## src/rtl/can_bt_pkg.sv

```systemverilog
package can_bt_pkg;

  localparam int unsigned CBT_MAG_W = 8;

  typedef logic [CBT_MAG_W-1:0] cbt_mag_t;

  typedef enum logic [1:0] {
    SEG_SYNC = 2'd0,
    SEG_PROP = 2'd1,
    SEG_PH1  = 2'd2,
    SEG_PH2  = 2'd3
  } cbt_seg_e;

  // smaller of an error magnitude and the jump width
  function automatic cbt_mag_t cbt_clip(input cbt_mag_t mag, input cbt_mag_t limit);
    return (mag < limit) ? mag : limit;
  endfunction

  // late edge: quanta from end of sync quantum up to and including the edge
  function automatic cbt_mag_t cbt_lead_err(input cbt_seg_e seg, input cbt_mag_t cnt,
                                            input cbt_mag_t prop);
    return (seg == SEG_PROP) ? cnt + cbt_mag_t'(1) : prop + cnt + cbt_mag_t'(1);
  endfunction

  // early edge: quanta left in phase 2, edge quantum included
  function automatic cbt_mag_t cbt_lag_err(input cbt_mag_t cnt, input cbt_mag_t ph2);
    return ph2 - cnt;
  endfunction

  // phase 2 exhausted after this quantum, given the cut applied
  function automatic logic cbt_ph2_done(input cbt_mag_t cnt, input cbt_mag_t cut,
                                        input cbt_mag_t ph2);
    return (cnt + cbt_mag_t'(1) + cut) >= ph2;
  endfunction

endpackage

```

## src/rtl/cbt_edge_watch.sv

```systemverilog
module cbt_edge_watch (
  input  logic clk,
  input  logic rst_n,
  input  logic tq_en,
  input  logic rx,
  input  logic bus_idle,
  input  logic sample_now,
  output logic edge_hit,
  output logic hs_armed
);

  logic last_smp_q;
  logic synced_q;
  logic arm_q;

  // recessive at last sample point, dominant now, no sync yet this interval
  assign edge_hit = tq_en & last_smp_q & ~rx & ~synced_q;
  assign hs_armed = arm_q;

  always_ff @(posedge clk or negedge rst_n) begin
    if (!rst_n) begin
      last_smp_q <= 1'b1;
      synced_q   <= 1'b0;
      arm_q      <= 1'b0;
    end else begin
      if (sample_now) begin
        last_smp_q <= rx;
        synced_q   <= 1'b0;
      end else if (edge_hit) begin
        synced_q   <= 1'b1;
      end
      if ((sample_now && !rx) || (edge_hit && arm_q)) begin
        arm_q <= 1'b0;
      end else if (bus_idle) begin
        arm_q <= 1'b1;
      end
    end
  end

endmodule

```

## src/rtl/cbt_phase_calc.sv

```systemverilog
module cbt_phase_calc
  import can_bt_pkg::*;
(
  input  cbt_seg_e seg,
  input  cbt_mag_t cnt,
  input  cbt_mag_t prop,
  input  cbt_mag_t ph2,
  input  cbt_mag_t sjw,
  output cbt_mag_t lead_step,
  output cbt_mag_t lag_step
);

  assign lead_step = cbt_clip(cbt_lead_err(seg, cnt, prop), sjw);
  assign lag_step  = cbt_clip(cbt_lag_err(cnt, ph2), sjw);

endmodule

```

## src/rtl/cbt_seg_fsm.sv

```systemverilog
module cbt_seg_fsm
  import can_bt_pkg::*;
(
  input  logic     clk,
  input  logic     rst_n,
  input  logic     tq_en,
  input  logic     hard_go,
  input  logic     lead_go,
  input  logic     lag_go,
  input  cbt_mag_t lead_step,
  input  cbt_mag_t lag_step,
  input  cbt_mag_t prop,
  input  cbt_mag_t ph1,
  input  cbt_mag_t ph2,
  output cbt_seg_e seg,
  output cbt_mag_t cnt,
  output logic     sample_now,
  output logic     bit_now
);

  cbt_seg_e seg_q;
  cbt_mag_t cnt_q;
  cbt_mag_t ext_q;
  cbt_mag_t cut_q;
  cbt_mag_t ext_now;
  cbt_mag_t cut_now;
  cbt_mag_t ph1_lim;
  cbt_seg_e first_seg;
  logic     prop_last;
  logic     ph1_last;
  logic     ph2_last;

  assign seg = seg_q;
  assign cnt = cnt_q;

  assign ext_now   = lead_go ? lead_step : ext_q;
  assign cut_now   = lag_go ? lag_step : cut_q;
  assign ph1_lim   = ph1 + ext_now;
  assign first_seg = (prop == '0) ? SEG_PH1 : SEG_PROP;

  assign prop_last = (seg_q == SEG_PROP) && (cnt_q + cbt_mag_t'(1) == prop);
  assign ph1_last  = (seg_q == SEG_PH1) && (cnt_q + cbt_mag_t'(1) == ph1_lim);
  assign ph2_last  = (seg_q == SEG_PH2) && cbt_ph2_done(cnt_q, cut_now, ph2);

  assign sample_now = tq_en & ~hard_go & ph1_last;
  assign bit_now    = tq_en & ((seg_q == SEG_SYNC) | hard_go);

  always_ff @(posedge clk or negedge rst_n) begin
    if (!rst_n) begin
      seg_q <= SEG_SYNC;
      cnt_q <= '0;
      ext_q <= '0;
      cut_q <= '0;
    end else if (tq_en) begin
      if (hard_go || seg_q == SEG_SYNC) begin
        seg_q <= first_seg;
        cnt_q <= '0;
        ext_q <= '0;
        cut_q <= '0;
      end else begin
        unique case (seg_q)
          SEG_PROP: begin
            ext_q <= ext_now;
            if (prop_last) begin
              seg_q <= SEG_PH1;
              cnt_q <= '0;
            end else begin
              cnt_q <= cnt_q + cbt_mag_t'(1);
            end
          end
          SEG_PH1: begin
            ext_q <= ext_now;
            if (ph1_last) begin
              seg_q <= SEG_PH2;
              cnt_q <= '0;
            end else begin
              cnt_q <= cnt_q + cbt_mag_t'(1);
            end
          end
          SEG_PH2: begin
            cut_q <= cut_now;
            if (ph2_last) begin
              seg_q <= SEG_SYNC;
              cnt_q <= '0;
            end else begin
              cnt_q <= cnt_q + cbt_mag_t'(1);
            end
          end
          default: begin
            seg_q <= first_seg;
            cnt_q <= '0;
          end
        endcase
      end
    end
  end

endmodule

```

## src/rtl/can_bit_sync.sv

```systemverilog
module can_bit_sync
  import can_bt_pkg::*;
#(
  parameter int unsigned SEG_W = 4
) (
  input  logic             clk,
  input  logic             rst_n,
  input  logic             tq_en,
  input  logic             rx_in,
  input  logic             bus_idle,
  input  logic [SEG_W-1:0] prop_len,
  input  logic [SEG_W-1:0] ph1_len,
  input  logic [SEG_W-1:0] ph2_len,
  input  logic [SEG_W-1:0] sjw_len,
  output logic             sample_stb,
  output logic             sample_bit,
  output logic             bit_start
);

  cbt_mag_t prop_m;
  cbt_mag_t ph1_m;
  cbt_mag_t ph2_m;
  cbt_mag_t sjw_m;

  assign prop_m = cbt_mag_t'(prop_len);
  assign ph1_m  = cbt_mag_t'(ph1_len);
  assign ph2_m  = cbt_mag_t'(ph2_len);
  assign sjw_m  = cbt_mag_t'(sjw_len);

  // named internal events, visible to the bound checker
  logic     edge_hit;
  logic     hs_armed;
  logic     sync_taken;
  logic     hard_go;
  logic     lead_go;
  logic     lag_go;
  logic     sample_now;
  logic     bit_now;
  cbt_seg_e seg;
  cbt_mag_t cnt;
  cbt_mag_t lead_step;
  cbt_mag_t lag_step;

  assign sync_taken = edge_hit;
  assign hard_go    = edge_hit & hs_armed;
  assign lead_go    = edge_hit & ~hs_armed & ((seg == SEG_PROP) | (seg == SEG_PH1));
  assign lag_go     = edge_hit & ~hs_armed & (seg == SEG_PH2);

  cbt_edge_watch u_edge (
    .clk        (clk),
    .rst_n      (rst_n),
    .tq_en      (tq_en),
    .rx         (rx_in),
    .bus_idle   (bus_idle),
    .sample_now (sample_now),
    .edge_hit   (edge_hit),
    .hs_armed   (hs_armed)
  );

  cbt_phase_calc u_calc (
    .seg       (seg),
    .cnt       (cnt),
    .prop      (prop_m),
    .ph2       (ph2_m),
    .sjw       (sjw_m),
    .lead_step (lead_step),
    .lag_step  (lag_step)
  );

  cbt_seg_fsm u_fsm (
    .clk        (clk),
    .rst_n      (rst_n),
    .tq_en      (tq_en),
    .hard_go    (hard_go),
    .lead_go    (lead_go),
    .lag_go     (lag_go),
    .lead_step  (lead_step),
    .lag_step   (lag_step),
    .prop       (prop_m),
    .ph1        (ph1_m),
    .ph2        (ph2_m),
    .seg        (seg),
    .cnt        (cnt),
    .sample_now (sample_now),
    .bit_now    (bit_now)
  );

  always_ff @(posedge clk or negedge rst_n) begin
    if (!rst_n) begin
      sample_stb <= 1'b0;
      sample_bit <= 1'b1;
      bit_start  <= 1'b0;
    end else begin
      sample_stb <= sample_now;
      bit_start  <= bit_now;
      if (sample_now) sample_bit <= rx_in;
    end
  end

endmodule

```

## config.mk

```make
export PLATFORM = sky130hd
export DESIGN_NAME = can_bit_sync
export DESIGN_NICKNAME = d
export VERILOG_FILES = /design/src/rtl/can_bt_pkg.sv /design/src/rtl/cbt_edge_watch.sv /design/src/rtl/cbt_phase_calc.sv /design/src/rtl/cbt_seg_fsm.sv /design/src/rtl/can_bit_sync.sv
export SDC_FILE = /design/constraint.sdc
export NUM_CORES = 1
export LEC_CHECK = 0
export BUFFER_PORTS_ARGS = -buffer_cell sky130_fd_sc_hd__buf_2
export CAP_MARGIN = 5
export CORE_ASPECT_RATIO = 0.6
export CORE_UTILIZATION = 45
export DETAILED_ROUTE_END_ITERATION = 8
export PLACE_DENSITY = 0.7
export RECOVER_POWER = 25
export SLEW_MARGIN = 20
export SYNTH_ARGS = -nofsm -noshare
export SYNTH_HDL_FRONTEND = slang
export SYNTH_HIERARCHICAL = 1
export SYNTH_SLANG_ARGS = --single-unit
```

## constraint.sdc

```tcl
create_clock -name clk -period 8.89 [get_ports clk]
set_input_delay 0.889 -clock clk [delete_from_list [all_inputs] [get_ports clk]]
set_output_delay 0.889 -clock clk [all_outputs]
set_load 0.1 [all_outputs]
```

## After elaboration in Yosys (flattened, before gate mapping)

Index checks and enable logic that the tools add are counted.

| operators by class | value |
|---|---|
| multiplexer cells | 24 |
| reductions and logical operators | 18 |
| equal/unequal tests | 8 |
| add/sub/neg operators | 6 |
| bitwise gates (word level) | 16 |
| order comparisons | 3 |

Operators by type and width:

| operator | number |
|---|---|
| 2-to-1 mux 8 bit | 13 |
| one-hot mux 8 bit (3 select lines) | 1 |
| adder 4 x 8 -> 8 bit | 2 |
| adder 8 x 1 -> 8 bit (second input constant) | 2 |
| < comparator 8 x 4 -> 1 bit | 2 |
| bitwise AND 1 bit | 10 |
| 2-to-1 mux 2 bit | 5 |
| != test 3 x 1 -> 1 bit (second input constant) | 3 |
| adder 8 bit | 1 |
| equality test 8 x 4 -> 1 bit | 1 |
| equality test 8 bit | 1 |
| >= comparator 8 x 4 -> 1 bit | 1 |
| logical NOT 8 bit | 1 |
| nonzero test 2 bit | 4 |
| subtractor 4 x 8 -> 8 bit | 1 |
| one-hot mux 2 bit (3 select lines) | 1 |
| logical AND 1 bit | 5 |
| equality test 2 bit (second input constant) | 2 |
| 2-to-1 mux 1 bit | 4 |
| inverter 1 bit | 4 |
| AND reduction 2 bit | 2 |
| AND reduction 4 bit | 1 |
| equality test 2 x 1 -> 1 bit (second input constant) | 1 |
| logical NOT 2 bit | 1 |
| 4 further kinds | 6 |

| word-level totals | value |
|---|---|
| input bits | 21 |
| word-level logic and storage cells | 84 |
| output and inout bits | 3 |
| bits in registers | 31 |

## Depth between registers and ports, before layout

| logic depth | value |
|---|---|
| word-level depth | 13 |
| mapped depth | 29 |
| gate-level depth less buffers | 29 |

## By module

The synthesis kept the hierarchy.

Modules (own cells, without submodules):

| module | cells an instance | seq. area each (um2) | area an instance (um2) | times used |
|---|---|---|---|---|
| cbt_seg_fsm | 267 | 650.6 | 2600.0 | 1 |
| cbt_phase_calc | 175 | 0.0 | 1370.1 | 1 |
| cbt_edge_watch | 11 | 76.3 | 151.4 | 1 |
| can_bit_sync | 9 | 76.3 | 131.4 | 1 |

## Worst setup path before layout

No wires, ideal clock.

| path | value |
|---|---|
| kind | input -> register |
| from | in ph2_len[0] |
| to | reg u_fsm.seg_q[0] (netlist: u_fsm/seg[0]) |
| setup time | 0.087 ns |
| data arrival time | 6.149 ns |
| stages | 27 |
| buffers on the path | 0 |
| data required time | 8.803 ns |
| path slack | 2.654 ns |
| cells stage by stage | inv_1 -> ha_1 -> inv_1 -> fa_1 -> a21oi_1 -> o211ai_1 -> a21oi_1 -> xnor2_1 -> ha_1 -> o2111ai_1 -> o31ai_2 -> mux2_2 -> mux2_2 -> ha_1 -> a21o_1 -> a21oi_1 -> o21bai_1 -> a21oi_1 -> o21bai_1 -> a21oi_1 -> xnor2_1 -> ha_1 -> nand4_1 -> o21ai_0 -> nand2_2 -> or4b_1 -> o211ai_1 |

| on the way | value |
|---|---|
| word-level cells in the longest chain between the ends | 9 |

Ends and longest elaborated chain:

| what | line | RTL |
|---|---|---|
| start: declaration | can_bit_sync.sv:13 | `input logic [SEG_W-1:0] ph2_len,` |
| subtractor 4 x 8 -> 8 bit (*) | can_bt_pkg.sv:27 | `return ph2 - cnt;` |
| < comparator 8 x 4 -> 1 bit | can_bt_pkg.sv:16 | `return (mag < limit) ? mag : limit;` |
| 2-to-1 mux 8 bit (*) | can_bt_pkg.sv:16 |  |
| via lag_step[1] | can_bit_sync.sv:42 | `cbt_mag_t lag_step;` |
| 2-to-1 mux 8 bit (*) | cbt_seg_fsm.sv:37 | `assign cut_now = lag_go ? lag_step : cut_q;` |
| adder 8 bit (*) | can_bt_pkg.sv:33 | `return (cnt + cbt_mag_t'(1) + cut) >= ph2;` |
| >= comparator 8 x 4 -> 1 bit (*) | can_bt_pkg.sv:33 |  |
| logical AND 1 bit (*) | cbt_seg_fsm.sv:43 | `assign ph2_last = (seg_q == SEG_PH2) && cbt_ph2_done(cnt_q, cut_now, ph2);` |
| != test 3 x 1 -> 1 bit (no line) (*) | n/a |  |
| AND reduction 4 bit (no line) (*) | n/a |  |
| end signal: assignment | cbt_seg_fsm.sv:56 | `seg_q <= first_seg;` |
| end signal: assignment | cbt_seg_fsm.sv:90 | `seg_q <= first_seg;` |
| end: declaration | cbt_seg_fsm.sv:21 | `cbt_seg_e seg_q;` |

Mark *: on every way through the listed nets, which the timed path passes. The rest lies on a longest branch.
A chain may end at the register's enable or synchronous reset.

## Worst setup path in the final report

Same ends and word-level chain as after synthesis.

==> flow_metrics.tcl <==
set metrics [dict create \
    rows 27 \
    finalSetupViolCount 0 \
    final.setup.worst_slack_ps 1900 \
    grt_use_total_pct 23.48 \
    clock-root-buffer "clkbuf_16" \
    hp-class "reg2reg" \
    powerDensity_nw_per_um2 189.4 \
    firstDrtPassIters 5 \
    cts.htree.levels 2 \
    hold_start "u_fsm/cut_q[6]$_DFFE_PN0P_" \
    layout.nets 602 \
    netlist.area_leader.share_pct 17.65 \
    synth.most_common_cell "ha_1" \
    synth_cell_types 71 \
    grt_overflow 0 \
    coreArea_um2 9189 \
    start_kind "input port" \
    grt_pass1_vias 3510 \
    place_inst 643 \
    slew_headroom_pct -21.81 \
    avgRoutedWirePerCell_um 16.71 \
    regToRegStartpoint "u_fsm/cnt[0]$_DFFE_PN0P_" \
    stdcell_count 651 \
    holdPathEnd "u_fsm/cut_q[6]$_DFFE_PN0P_" \
    r2r-end "u_fsm/seg[0]$_DFFE_PN0P_" \
    violations "max-capacitance violations, max-slew violations" \
    synth_top_cell_by_area "dfrtp_1" \
    fmax_ghz 0.1431 \
    ctsHoldBuffers 0 \
    io_pins 24 \
    layout_worst_path_cycle_share_pct 78.63 \
    avgSynthCellArea_um2 9.205 \
    vias 3701 \
    drt_iter0_drc 350 \
    status "finished, violations left" \
    die_h_um 77.30 \
    cp_max_fo 10 \
    drive_gt1_share_pct 16.31 \
    r2r_slack_ps 1910 \
    initial_core_util_pct 46.28 \
    finalPower_mw 0.8975 \
    synth_edf_count 0 \
    drc_errors 0 \
    cts.sinks 32 \
    worst-r2r-cell-count 26 \
    postRouteAntennaNets 0 \
    ys_async_sr_fraction_pct 100.0 \
    rsz0062_at_grt "false" \
    via_per_inst 5.685 \
    synth_cells 462 \
    path_clk_slew_ps 50 \
    synth_top_flop_cell "dfrtp_1" \
    post-route-min-period_ps 6990 \
    cts.repair.resized 0 \
    grt_max_degree 33 \
    syn_area_um2 4253 \
    cts_tree "done" \
    dpl_worst_slack_ps 1694 \
    hold_slack_ps 487.2 \
    worstMarginPinSlew_ps 1827 \
    drv_slew 33 \
    numCtsBuffers 5 \
    ys_ff_latch 32 \
    clock_latency_ps 280 \
    port_buffers 23 \
    cts_setup_buffers 0 \
    synth_seq_area_share_pct 18.89 \
    min_path_cells 1 \
    hpwl_um 8697 \
    routed_wl_um 10880 \
    yosys_warnings 6 \
    cap_violations 1 \
    tns_ps 0 \
    peakVddDrop_mv 0.07698 \
    path_class "in2reg" \
    ys_top_cells_by_count "ha_1 (57), inv_1 (44), a21oi_1 (35), dfrtp_1 (30), xnor2_1 (29)" \
    diodes 0 \
    skew_ps 7.797 \
    dieArea_um2 9856 \
    die_w_um 127.5 \
    crit_required_ps 9080 \
    leakage_nw 2.241 \
    antenna_found_initial 0 \
    final_hold_viol_count 0 \
    gp_congestion 0.8877 \
    synth_area_leaders "dfrtp_1 (18%), ha_1 (17%), mux2_2 (7.4%)" \
    syn2layout_area_growth_pct 11.42 \
    clock_path_buffers 2 \
    grt_pass1_wl_um 18030 \
    worstPathArrival_ps 7180 \
    cp-end-kind "flop" \
]
## power by group
part           leakage, nW  internal [mW]  switching (mW)
sequential           0.424          0.158          0.0287
clock               0.0736          0.103          0.0629
combinational         1.74          0.213           0.332
## per-stage QoR
step | area [µm²] | util (%)
3_3_place_gp | 4596 | 50.01
6_report | 4738 | 51.57
4_1_cts | 4740 | 51.58
2_1_floorplan | 4407 | -
3_5_place_dp | 4596 | 50.01
5_1_grt | 4738 | 51.57
## cells by family after synthesis
| group | count (synthesis) | synth area share [%] |
|---|---|---|
| fa+ha+maj | 61 | 18.65 |
| xor+xnor | 44 | 10.71 |
| simple gates | 106 | 14.74 |
| other cells | 1 | 0.08818 |
| mux | 36 | 9.473 |
| buf+inv | 58 | 6.149 |
| compound gates | 124 | 21.30 |
| flops | 32 | 18.89 |
## worst max-delay path by stage
| stage | slack [ps] | to | startpoint |
|---|---|---|---|
| 2_1_floorplan | 2650 | u_fsm/seg[0]$_DFFE_PN0P_ | ph2_len[0] |
| 3_3_place_gp | 1810 | u_fsm/seg[0]$_DFFE_PN0P_ | ph2_len[0] |
| 3_5_place_dp | 1690 | u_fsm/seg[0]$_DFFE_PN0P_ | ph2_len[0] |
| 4_1_cts | 1930 | u_fsm/seg[0]$_DFFE_PN0P_ | ph2_len[0] |
| 5_1_grt | 1390 | u_fsm/seg[0]$_DFFE_PN0P_ | ph2_len[0] |
| 6_report | 1900 | u_fsm/seg[0]$_DFFE_PN0P_ | ph2_len[0] |
## state kept, by name, indices dropped and copies added (netlist names)
register           count
u_fsm/cnt              8
u_edge/last_smp_q      1
u_fsm/cut_q            8
u_edge/synced_q        1
u_edge/hs_armed        1
sample_stb             1
sample_bit             1
bit_start              1
u_fsm/ext_q            8
u_fsm/seg              2
## critical path, stage by stage
cell,delay (ps)
buf_2,110
inv_1,60
ha_1,160
inv_1,60
fa_1,400
a21oi_1,220
o211ai_1,150
a21oi_1,200
xnor2_1,120
ha_1,310
o2111ai_1,130
o31ai_2,680
mux2_2,410
mux2_2,310
ha_1,300
a21o_1,160
a21oi_1,230
o21bai_1,90
a21oi_1,220
o21bai_1,90
a21oi_1,180
xnor2_1,90
ha_1,300
nand4_1,90
o21ai_0,360
nand2_2,250
or4b_1,520
o211ai_1,110
## placed cells by master, fill, tap and decap left out, types with 5 or more instances in the layout
cell type   n
a21o_1     13
a21oi_1    35
a32o_1     15
buf_2      22
clkbuf_16   5
conb_1     42
dfrtp_1    30
ha_1       57
inv_1      44
mux2_2     28
mux2i_1     5
nand2_1    22
nand2b_1    6
nand3_1    11
nand3b_1    5
nand4_1     6
nor2_1     18
nor2b_1     5
nor3_1      7
o21ai_0    17
xnor2_1    29
xor2_1     10
## final cells by class
type / instances / area [µm²]
fill: 876 / 4451
timing repair buffer: 24 / 121.4
tap: 130 / 162.7
sequential: 32 / 803.3
clock inverter: 3 / 18.77
clock buffer: 5 / 125.1
multi-input combinational: 413 / 3342
inverter: 44 / 165.2
## metal layers
metal | global-route usage [%] | routed length [µm] | vias to the layer above | part of all wire (%)
met5 | 0 | 0 | - | 0
met4 | 4.643 | 91 | 0 | 0.84
met3 | 3.350 | 857 | 10 | 7.9
met2 | 35.03 | 4391 | 158 | 40
met1 | 35.51 | 5536 | 1746 | 51
li1 | - | - | 1787 | -
(Power assumes the default switching activity.)
